===== config.mk =====
export PLATFORM = sky130hd
export DESIGN_NAME = dbg_mode_ctrl
export DESIGN_NICKNAME = d
export VERILOG_FILES = /design/src/rtl/dbg_pkg.sv /design/src/rtl/dbg_evt_sense.sv /design/src/rtl/dbg_entry_arb.sv /design/src/rtl/dbg_state.sv /design/src/rtl/dbg_mode_ctrl.sv
export SDC_FILE = /design/constraint.sdc
export NUM_CORES = 1
export LEC_CHECK = 0
export CORE_AREA = 2 2 39 41
export DETAILED_ROUTE_END_ITERATION = 10
export DIE_AREA = 0 0 41 43
export DONT_BUFFER_PORTS = 1
export PLACE_DENSITY = 0.52
export SLEW_MARGIN = 20
export SYNTH_ARGS = -nofsm -noshare
export SYNTH_HDL_FRONTEND = slang
export SYNTH_SLANG_ARGS = --single-unit

===== constraint.sdc =====
create_clock -name clk -period 2.8 [get_ports clk]
set_input_delay 0.42 -clock clk [delete_from_list [all_inputs] [get_ports clk]]
set_output_delay 0.42 -clock clk [all_outputs]
set_load 0.01 [all_outputs]

===== src/rtl/dbg_pkg.sv =====
package dbg_pkg;
  localparam int PRIV_W  = 2;
  localparam int N_PRIV  = 3;
  localparam int CAUSE_W = 3;
  localparam int N_SRC   = 5;

  typedef enum logic [CAUSE_W-1:0] {
    CAUSE_NONE    = 3'd0,
    CAUSE_EBREAK  = 3'd1,
    CAUSE_TRIGGER = 3'd2,
    CAUSE_HALTREQ = 3'd3,
    CAUSE_STEP    = 3'd4,
    CAUSE_RSTHALT = 3'd5
  } cause_e;

  // entry sources, index 0 has the highest priority
  localparam int SRC_RSTHALT = 0;
  localparam int SRC_HALTREQ = 1;
  localparam int SRC_EBREAK  = 2;
  localparam int SRC_FORCE   = 3;
  localparam int SRC_STEP    = 4;

  function automatic logic [CAUSE_W-1:0] src_code(input int idx);
    case (idx)
      SRC_RSTHALT: src_code = CAUSE_RSTHALT;
      SRC_HALTREQ: src_code = CAUSE_HALTREQ;
      SRC_EBREAK:  src_code = CAUSE_EBREAK;
      SRC_FORCE:   src_code = CAUSE_TRIGGER;
      SRC_STEP:    src_code = CAUSE_STEP;
      default:     src_code = CAUSE_NONE;
    endcase
  endfunction

  // which enable bit serves a privilege level; N_PRIV means none
  function automatic int priv_slot(input logic [PRIV_W-1:0] p);
    case (p)
      2'b11:   priv_slot = 2;
      2'b01:   priv_slot = 1;
      2'b00:   priv_slot = 0;
      default: priv_slot = N_PRIV;
    endcase
  endfunction
endpackage


===== src/rtl/dbg_evt_sense.sv =====
module dbg_evt_sense (
  input  logic clk,
  input  logic hart_rst,
  input  logic halt_req,
  output logic hq_rise,
  output logic rst_fall
);
  logic halt_q;
  logic rst_q;

  always_ff @(posedge clk) begin
    rst_q  <= hart_rst;
    halt_q <= hart_rst ? 1'b0 : halt_req;
  end

  assign hq_rise  = halt_req & ~halt_q;
  assign rst_fall = rst_q & ~hart_rst;

  // a rising edge cannot be seen twice in a row
  assert_edge_once_R2: assert property (@(posedge clk) disable iff (hart_rst)
    hq_rise |=> !hq_rise);
  // reset release is only seen right after a reset cycle
  assert_rst_edge_R3: assert property (@(posedge clk) disable iff (hart_rst)
    rst_fall |-> $past(hart_rst));
endmodule


===== src/rtl/dbg_entry_arb.sv =====
module dbg_entry_arb #(
  parameter int N = dbg_pkg::N_SRC
) (
  input  logic [N-1:0] req,
  output logic [N-1:0] grant,
  output logic         any
);
  logic [N:0] blocked;
  assign blocked[0] = 1'b0;

  for (genvar i = 0; i < N; i++) begin : g_chain
    assign blocked[i+1] = blocked[i] | req[i];
    assign grant[i]     = req[i] & ~blocked[i];
  end

  assign any = blocked[N];

  always_comb begin
    assert_grant_single_R9: assert ($onehot0(grant));
    assert_grant_any_R9: assert (any == (grant != '0));
  end
endmodule


===== src/rtl/dbg_state.sv =====
module dbg_state
  import dbg_pkg::*;
(
  input  logic               clk,
  input  logic               hart_rst,
  input  logic               enter,
  input  logic               leave,
  input  logic [CAUSE_W-1:0] new_cause,
  input  logic               step_en,
  output logic               dbg_q,
  output logic [CAUSE_W-1:0] cause_q,
  output logic               arm_q
);
  always_ff @(posedge clk) begin
    if (hart_rst) begin
      dbg_q   <= 1'b0;
      cause_q <= CAUSE_NONE;
      arm_q   <= 1'b0;
    end else if (enter) begin
      dbg_q   <= 1'b1;
      cause_q <= new_cause;
      arm_q   <= 1'b0;
    end else if (leave) begin
      dbg_q   <= 1'b0;
      arm_q   <= step_en;
    end
  end

  // an armed step only exists outside debug mode
  assert_arm_outside_R7: assert property (@(posedge clk) disable iff (hart_rst)
    arm_q |-> !dbg_q);
  // leaving keeps the recorded cause
  assert_leave_cause_R6: assert property (@(posedge clk) disable iff (hart_rst)
    leave |=> $stable(cause_q));
  assert_reset_clear_R1: assert property (@(posedge clk)
    hart_rst |=> (!dbg_q && cause_q == CAUSE_NONE && !arm_q));
endmodule


===== src/rtl/dbg_mode_ctrl.sv =====
module dbg_mode_ctrl
  import dbg_pkg::*;
(
  input  logic               clk,
  input  logic               hart_rst,
  input  logic               halt_req,
  input  logic               rst_halt_req,
  input  logic               ebreak_ret,
  input  logic [PRIV_W-1:0]  cur_priv,
  input  logic [N_PRIV-1:0]  ebk_en,
  input  logic               step_en,
  input  logic               insn_ret,
  input  logic               exc_in_dbg,
  input  logic               dret,
  input  logic               force_wr,
  input  logic               force_val,
  output logic               dbg_mode,
  output logic               capture,
  output logic [CAUSE_W-1:0] cause,
  output logic               step_halt,
  output logic               dbg_trap
);
  logic               hq_rise, rst_fall;
  logic               dbg_q, arm_q;
  logic [CAUSE_W-1:0] cause_q;
  logic [N_SRC-1:0]   req, grant;
  logic               any_req;
  logic               ebk_ok;
  logic [CAUSE_W-1:0] pick;
  logic               run, leave;

  dbg_evt_sense u_sense (
    .clk      (clk),
    .hart_rst (hart_rst),
    .halt_req (halt_req),
    .hq_rise  (hq_rise),
    .rst_fall (rst_fall)
  );

  always_comb begin
    ebk_ok = 1'b0;
    for (int k = 0; k < N_PRIV; k++)
      if (priv_slot(cur_priv) == k) ebk_ok = ebk_en[k];
  end

  assign run = ~hart_rst & ~dbg_q;

  always_comb begin
    req              = '0;
    req[SRC_RSTHALT] = rst_fall & rst_halt_req;
    req[SRC_HALTREQ] = hq_rise;
    req[SRC_EBREAK]  = ebreak_ret & ebk_ok;
    req[SRC_FORCE]   = force_wr & force_val;
    req[SRC_STEP]    = arm_q & insn_ret;
    req              = run ? req : '0;
  end

  dbg_entry_arb #(.N(N_SRC)) u_arb (
    .req   (req),
    .grant (grant),
    .any   (any_req)
  );

  always_comb begin
    pick = CAUSE_NONE;
    for (int i = 0; i < N_SRC; i++)
      if (grant[i]) pick = pick | src_code(i);
  end

  assign dbg_trap = ~hart_rst & dbg_q & (ebreak_ret | exc_in_dbg);
  assign leave    = ~hart_rst & dbg_q & ~dbg_trap &
                    (dret | (force_wr & ~force_val));

  dbg_state u_state (
    .clk       (clk),
    .hart_rst  (hart_rst),
    .enter     (any_req),
    .leave     (leave),
    .new_cause (pick),
    .step_en   (step_en),
    .dbg_q     (dbg_q),
    .cause_q   (cause_q),
    .arm_q     (arm_q)
  );

  assign dbg_mode  = dbg_q;
  assign cause     = cause_q;
  assign capture   = any_req;
  assign step_halt = grant[SRC_STEP];

  assert_capture_before_R10: assert property (@(posedge clk) disable iff (hart_rst)
    capture |-> !dbg_mode);
  assert_capture_then_mode_R10: assert property (@(posedge clk) disable iff (hart_rst)
    capture |=> (dbg_mode && cause != CAUSE_NONE));
  assert_trap_holds_R8: assert property (@(posedge clk) disable iff (hart_rst)
    dbg_trap |=> (dbg_mode && $stable(cause)));
  assert_step_is_entry_R7: assert property (@(posedge clk) disable iff (hart_rst)
    step_halt |=> (cause == CAUSE_STEP));
  assert_no_dual_strobe_R8: assert property (@(posedge clk) disable iff (hart_rst)
    !(dbg_trap && capture));
endmodule


Word level (Yosys, flattened, before mapping)
Cells that the tools add are included.
{"block": "totals", "mem_bits_ro": 0, "mem_bits_rw": 0, "wordCells": 64, "register_bits": 7, "latchBits": 0, "mem_count": 0}
{"block": "classes", "n_eq_ne": 4, "order_cmp": 0, "n_addsub": 0, "mul": 0, "n_bitwise": 35, "div": 0, "mux": 16, "reduce_logical": 4, "n_shift": 0}
{"cell": "32-bit by 2-bit == test with 1-bit output, second input constant", "count": 1}
{"cell": "32-bit by 3-bit == test with 1-bit output, second input constant", "count": 1}
{"cell": "32-bit logical NOT", "count": 1}
{"cell": "3-bit 2-to-1 mux", "count": 9}
{"cell": "1-bit AND", "count": 16}
{"cell": "3-bit OR", "count": 4}
{"cell": "1-bit NOT", "count": 9}
{"cell": "1-bit OR", "count": 6}
{"cell": "2-bit case mux with 3 select lines", "count": 1}
{"cell": "1-bit 2-to-1 mux", "count": 5}
{"cell": "5-bit 2-to-1 mux", "count": 1}
{"cell": "2-bit by 1-bit == test with 1-bit output, second input constant", "count": 1}
{"cell": "2-bit == test, second input constant", "count": 1}
{"cell": "2-bit logical NOT", "count": 1}
{"cell": "2-bit nonzero test", "count": 1}
{"cell": "2-bit OR reduction", "count": 1}

Depth between registers and ports, before layout
{"block": "logic_depth", "word_depth": 19, "ltp_mapped": 5, "mapped_depth_nobuf": 4}

By module
From an unflattened synthesis, not the netlist that was laid out.
{"block": "unflattened", "cells_unflattened": 47, "hier_area_um2": 419.2}
{"module": "dbg_state", "seq_area_each_um2": 100.1, "area_each_um2": 182.7, "cells_each": 17, "instances": 1}
{"module": "dbg_mode_ctrl", "seq_area_each_um2": 0.0, "area_each_um2": 120.1, "cells_each": 18, "instances": 1}
{"module": "dbg_evt_sense", "seq_area_each_um2": 40.0, "area_each_um2": 61.3, "cells_each": 5, "instances": 1}
{"module": "dbg_entry_arb", "seq_area_each_um2": 0.0, "area_each_um2": 55.1, "cells_each": 7, "instances": 1}

Worst setup path before layout
No wires, ideal clock.
{"block": "synth_timing", "path_kind": "in2out", "start": "input port hart_rst", "end": "output port step_halt", "arrival_time_ns": 1.518, "path_stages": 5, "path_buffers": 1, "path_slack_ns": 0.862, "required_ns": 2.380, "cell_sequence": "or2_0 buf_2 or4_4 o211ai_1 nor3_1"}
{"block": "synth_between", "elab_chain_cells": 9, "word_cells_on_any_way": 10, "classes_between": "1 x mux; 9 x bitwise"}
{"element": "from (decl)", "line_no": "dbg_mode_ctrl.sv:5", "rtl": "input logic hart_rst,"}
{"element": "1-bit NOT (*)", "line_no": "dbg_evt_sense.sv:17, dbg_mode_ctrl.sv:46"}
{"element": "1-bit AND", "line_no": "dbg_evt_sense.sv:17", "rtl": "assign rst_fall = rst_q & ~hart_rst;"}
{"element": "1-bit AND", "line_no": "dbg_mode_ctrl.sv:50", "rtl": "req[SRC_RSTHALT] = rst_fall & rst_halt_req;"}
{"element": "5-bit 2-to-1 mux (*)", "line_no": "dbg_mode_ctrl.sv:55", "rtl": "req = run ? req : '0;"}
{"element": "1-bit OR (3 in series)", "line_no": "dbg_entry_arb.sv:12", "rtl": "assign blocked[i+1] = blocked[i] | req[i];"}
{"element": "1-bit NOT", "line_no": "dbg_entry_arb.sv:13", "rtl": "assign grant[i] = req[i] & ~blocked[i];"}
{"element": "1-bit AND (*)", "line_no": "dbg_entry_arb.sv:13"}
{"element": "to (decl)", "line_no": "dbg_mode_ctrl.sv:20", "rtl": "output logic step_halt,"}
Mark *: on every way between the ends. The rest lies on a longest branch, timed or not.

Final worst setup path
{"block": "layout_timing", "start": "register u_state.dbg_q", "end": "output port step_halt"}
{"block": "layout_between", "elab_chain_cells": 8}
{"element": "from (decl)", "line_no": "dbg_state.sv:10", "rtl": "output logic dbg_q,"}
{"element": "from (signal assigned)", "line_no": "dbg_state.sv:16", "rtl": "dbg_q <= 1'b0;"}
{"element": "from (signal assigned)", "line_no": "dbg_state.sv:20", "rtl": "dbg_q <= 1'b1;"}
{"element": "from (signal assigned)", "line_no": "dbg_state.sv:24", "rtl": "dbg_q <= 1'b0;"}
{"element": "1-bit NOT (*)", "line_no": "dbg_mode_ctrl.sv:46", "rtl": "assign run = ~hart_rst & ~dbg_q;"}
{"element": "1-bit AND (*)", "line_no": "dbg_mode_ctrl.sv:46"}
{"element": "5-bit 2-to-1 mux (*)", "line_no": "dbg_mode_ctrl.sv:55"}
{"element": "1-bit OR (3 in series)", "line_no": "dbg_entry_arb.sv:12"}
{"element": "1-bit NOT", "line_no": "dbg_entry_arb.sv:13"}
{"element": "1-bit AND (*)", "line_no": "dbg_entry_arb.sv:13"}
Marked as above.

==> out/qor.json <==
{
  "status": "complete, no violations",
  "required_ns": 2.38,
  "synthCells": 44,
  "numCtsBuffers": 3,
  "track_usage_pct": 11.8,
  "setup_viol": 0,
  "final_critical_path_setup_slack_ns": 0.522,
  "antenna_violating_nets_post_route": 0,
  "numPlacedInstances": 59,
  "layout-area-overhead-vs-synth_pct": 10.8,
  "cts.hold.buffers_added": 0,
  "io_buffer_count": 0,
  "source_to_sink_clock_delay_at_the_later_pin_of_the_worst_skew_pair_ns": 0.25,
  "initial_core_util_pct": 27.7,
  "postCtsResizedCells": 0,
  "yosysUniqueCellTypes": 26,
  "antenna_found_initial": 0,
  "timing_hold_violations_final": 0,
  "floorplan.rows": 14,
  "drt_drc_violations_left": 0,
  "p_per_area_nw_per_um2": 629,
  "post_synthesis_cell_area_um2": 383,
  "drt-pass1-iter-count": 4,
  "mapped_avg_cell_area_um2": 8.70,
  "yosys_warnings": 0,
  "timing.setup.critical_path_class": "flop to output port",
  "htreeDepth": 1,
  "most_numerous_cell_types_in_the_synthesized_netlist": "dfxtp_1, nand2_1, nor2_1, nor2b_1, o211ai_1",
  "grt_overflow": 0,
  "ctsRootBufferMaster": "clkbuf_4",
  "core-area_um2": 1380,
  "final.setup_skew_ns": 0.00197,
  "synth.largest_area_cell": "dfxtp_1",
  "critPathTopFamily": "simple AND/OR/NAND/NOR gates",
  "finalWirelength_um": 879,
  "share_of_cells_above_drive_strength_1_pct": 21.3,
  "layout.cell_area.non_filler_um2": 424,
  "ir_drop_mv": 0.173,
  "yosys.area.top_type_share_pct": 36.6,
  "synth-edff-count": 0,
  "via_count_normalized_by_instance_count": 5.44,
  "cp_slowest_stage_delay_ns": 0.61,
  "grt_pass1_vias": 349,
  "cts_buffer_depth": 2,
  "comb_power_share_pct": 17.2,
  "cts_sinks": 7,
  "tritoncts": "done",
  "tightestPinTransition_ns": 0.421,
  "layout.cells.non_filler": 63,
  "worstPathArrival_ns": 1.86,
  "route.vias.total": 343,
  "seq_area_frac_synth_pct": 36.6,
  "min_period_ns": 2.28,
  "power.share.switching_pct": 29.6,
  "top_level_ports": 23,
  "cell_types_occupying_the_most_area_after_synthesis": "dfxtp_1, o211ai_1, nor2b_1",
  "clock_power_share_pct": 35.2,
  "cts_post_setup_buffers_inserted": 0,
  "fin_tns_setup_ns": 0,
  "synthArstFlopShare_pct": 0,
  "p_total_mw": 0.267,
  "detail_route.wl_per_cell_um": 14.0,
  "setup.worst_path.start_class": "flop",
  "crit_buf_inv": 0,
  "num_antenna_cells": 0,
  "fmax_mhz": 439,
  "post-route-period-util_pct": 81.3,
  "post-dp-hpwl_um": 710,
  "grt_start_max_net_pins": 11,
  "die_height_um": 43,
  "synth-seq-cells": 7,
  "crit_chain": "or2_0 > or4_4 > o211ai_1 > nor3_1",
  "post-place-ws_ns": 0.797,
  "power.leakage_nw": 0.159,
  "dominantRegCellSynth": "dfxtp_1",
  "die_area_um2": 1760,
  "drtIter0Drc": 5,
  "max_cap_violations": 0,
  "power_switching_mw": 0.0790,
  "grt_pass1_wl_um": 1390,
  "hold_class": "input pin to flop",
  "grt_setup_unrepaired": "false",
  "worst_path_max_delay_cell": "or4_4",
  "max-slew-margin-rel_pct": 71.7,
  "placed_cell_area_um2": 398,
  "finalNetCount": 64,
  "clk_transition_reported_paths_ns": 0.06,
  "slew_viol_final": 0,
  "power_frac_seq_pct": 47.6,
  "die_w_um": 41,
  "most_used_standard_cell_by_instance_count_after_synthesis": "dfxtp_1",
  "cellInternalPower_mw": 0.188,
  "syn-num-nets": 60,
  "gpl.final_weighted_congestion": 0.683,
  "critPathCaptureType": "output port",
  "critical_path.max_fanout": 6
}
[metal layers]
layer	vias to the layer above	GRT usage, %	part of all wire [%]
met5	-	0	0
met4	0	8.00	1.8
met3	2	3.66	11
met2	22	16.9	45
met1	151	14.4	41
li1	168	-	-
[placed cells by master (no fill, tap or decap)]
| cell | n |
|---|---|
| a41o_2 | 1 |
| a31oi_1 | 1 |
| clkbuf_4 | 3 |
| a21boi_0 | 1 |
| a22oi_2 | 1 |
| nand2_1 | 4 |
| and2b_2 | 2 |
| o31ai_1 | 1 |
| or3_2 | 1 |
| clkbuf_1 | 1 |
| or4_4 | 1 |
| or2_0 | 1 |
| nand3_1 | 1 |
| o211ai_1 | 3 |
| nor3_1 | 2 |
| o21ai_0 | 1 |
| a21o_2 | 1 |
| dfxtp_1 | 7 |
| inv_1 | 1 |
| o32ai_1 | 1 |
| nor2b_1 | 3 |
| nor2_1 | 4 |
| a21oi_1 | 1 |
| nand4b_1 | 1 |
| mux2i_1 | 1 |
| nand2b_1 | 1 |
| nor3b_1 | 1 |
[power by group through the flow]
stage | combinational (mW) | clock (mW) | sequential [mW]
after global routing | 0.0512 | 0.101 | 0.129
after global placement | 0.0456 | 0 | 0.129
final | 0.0458 | 0.0940 | 0.127
after CTS | 0.0459 | 0.0960 | 0.127
after detailed placement | 0.0456 | 0 | 0.130
after floorplan | 0.0405 | 0 | 0.126
[final timing paths]
| check | to | slack (ns) | depth (start not counted) | startpoint |
|---|---|---|---|---|
| setup / recovery | step_halt | 0.52 | 4 | u_state.dbg_q |
| hold / removal | u_sense.rst_q | 0.19 | 0 | hart_rst |
| setup reg to reg | u_state.cause_q[1] | 1.02 | 4 | u_state.dbg_q |
| hold reg to reg | u_state.cause_q[1] | 0.52 | 2 | u_state.cause_q[1] |
[flip-flops by register name, summed over array words and instances, names as in the netlist]
name             count
u_sense.halt_q       1
u_sense.rst_q        1
u_state.arm_q        1
u_state.cause_q      3
u_state.dbg_q        1
[cells by family after synthesis]
kind of cell	share of synthesized area (%)
AOI/OAI and AO/OA	24.8
DFF	36.6
muxes	2.61
buffers and inverters	2.29
and+or+nand+nor	33.7
[metrics by stage]
stage | hold slack (ns) | utilization, %
after floorplan | 0.448 | -
after global routing | 0.179 | 30.7
after global placement | 0.448 | 28.8
after detailed placement | 0.448 | 28.8
final | 0.192 | 30.7
after CTS | 0.186 | 30.7
[final cells by class]
class                      count  area (µm²)
clock buffer                   4        26.3
fill                         147         960
inverter                       1        3.75
multi-input combinational     35         234
sequential                     7         140
tap                           16        20.0
No activity file was read; power rests on OpenSTA's default activity.
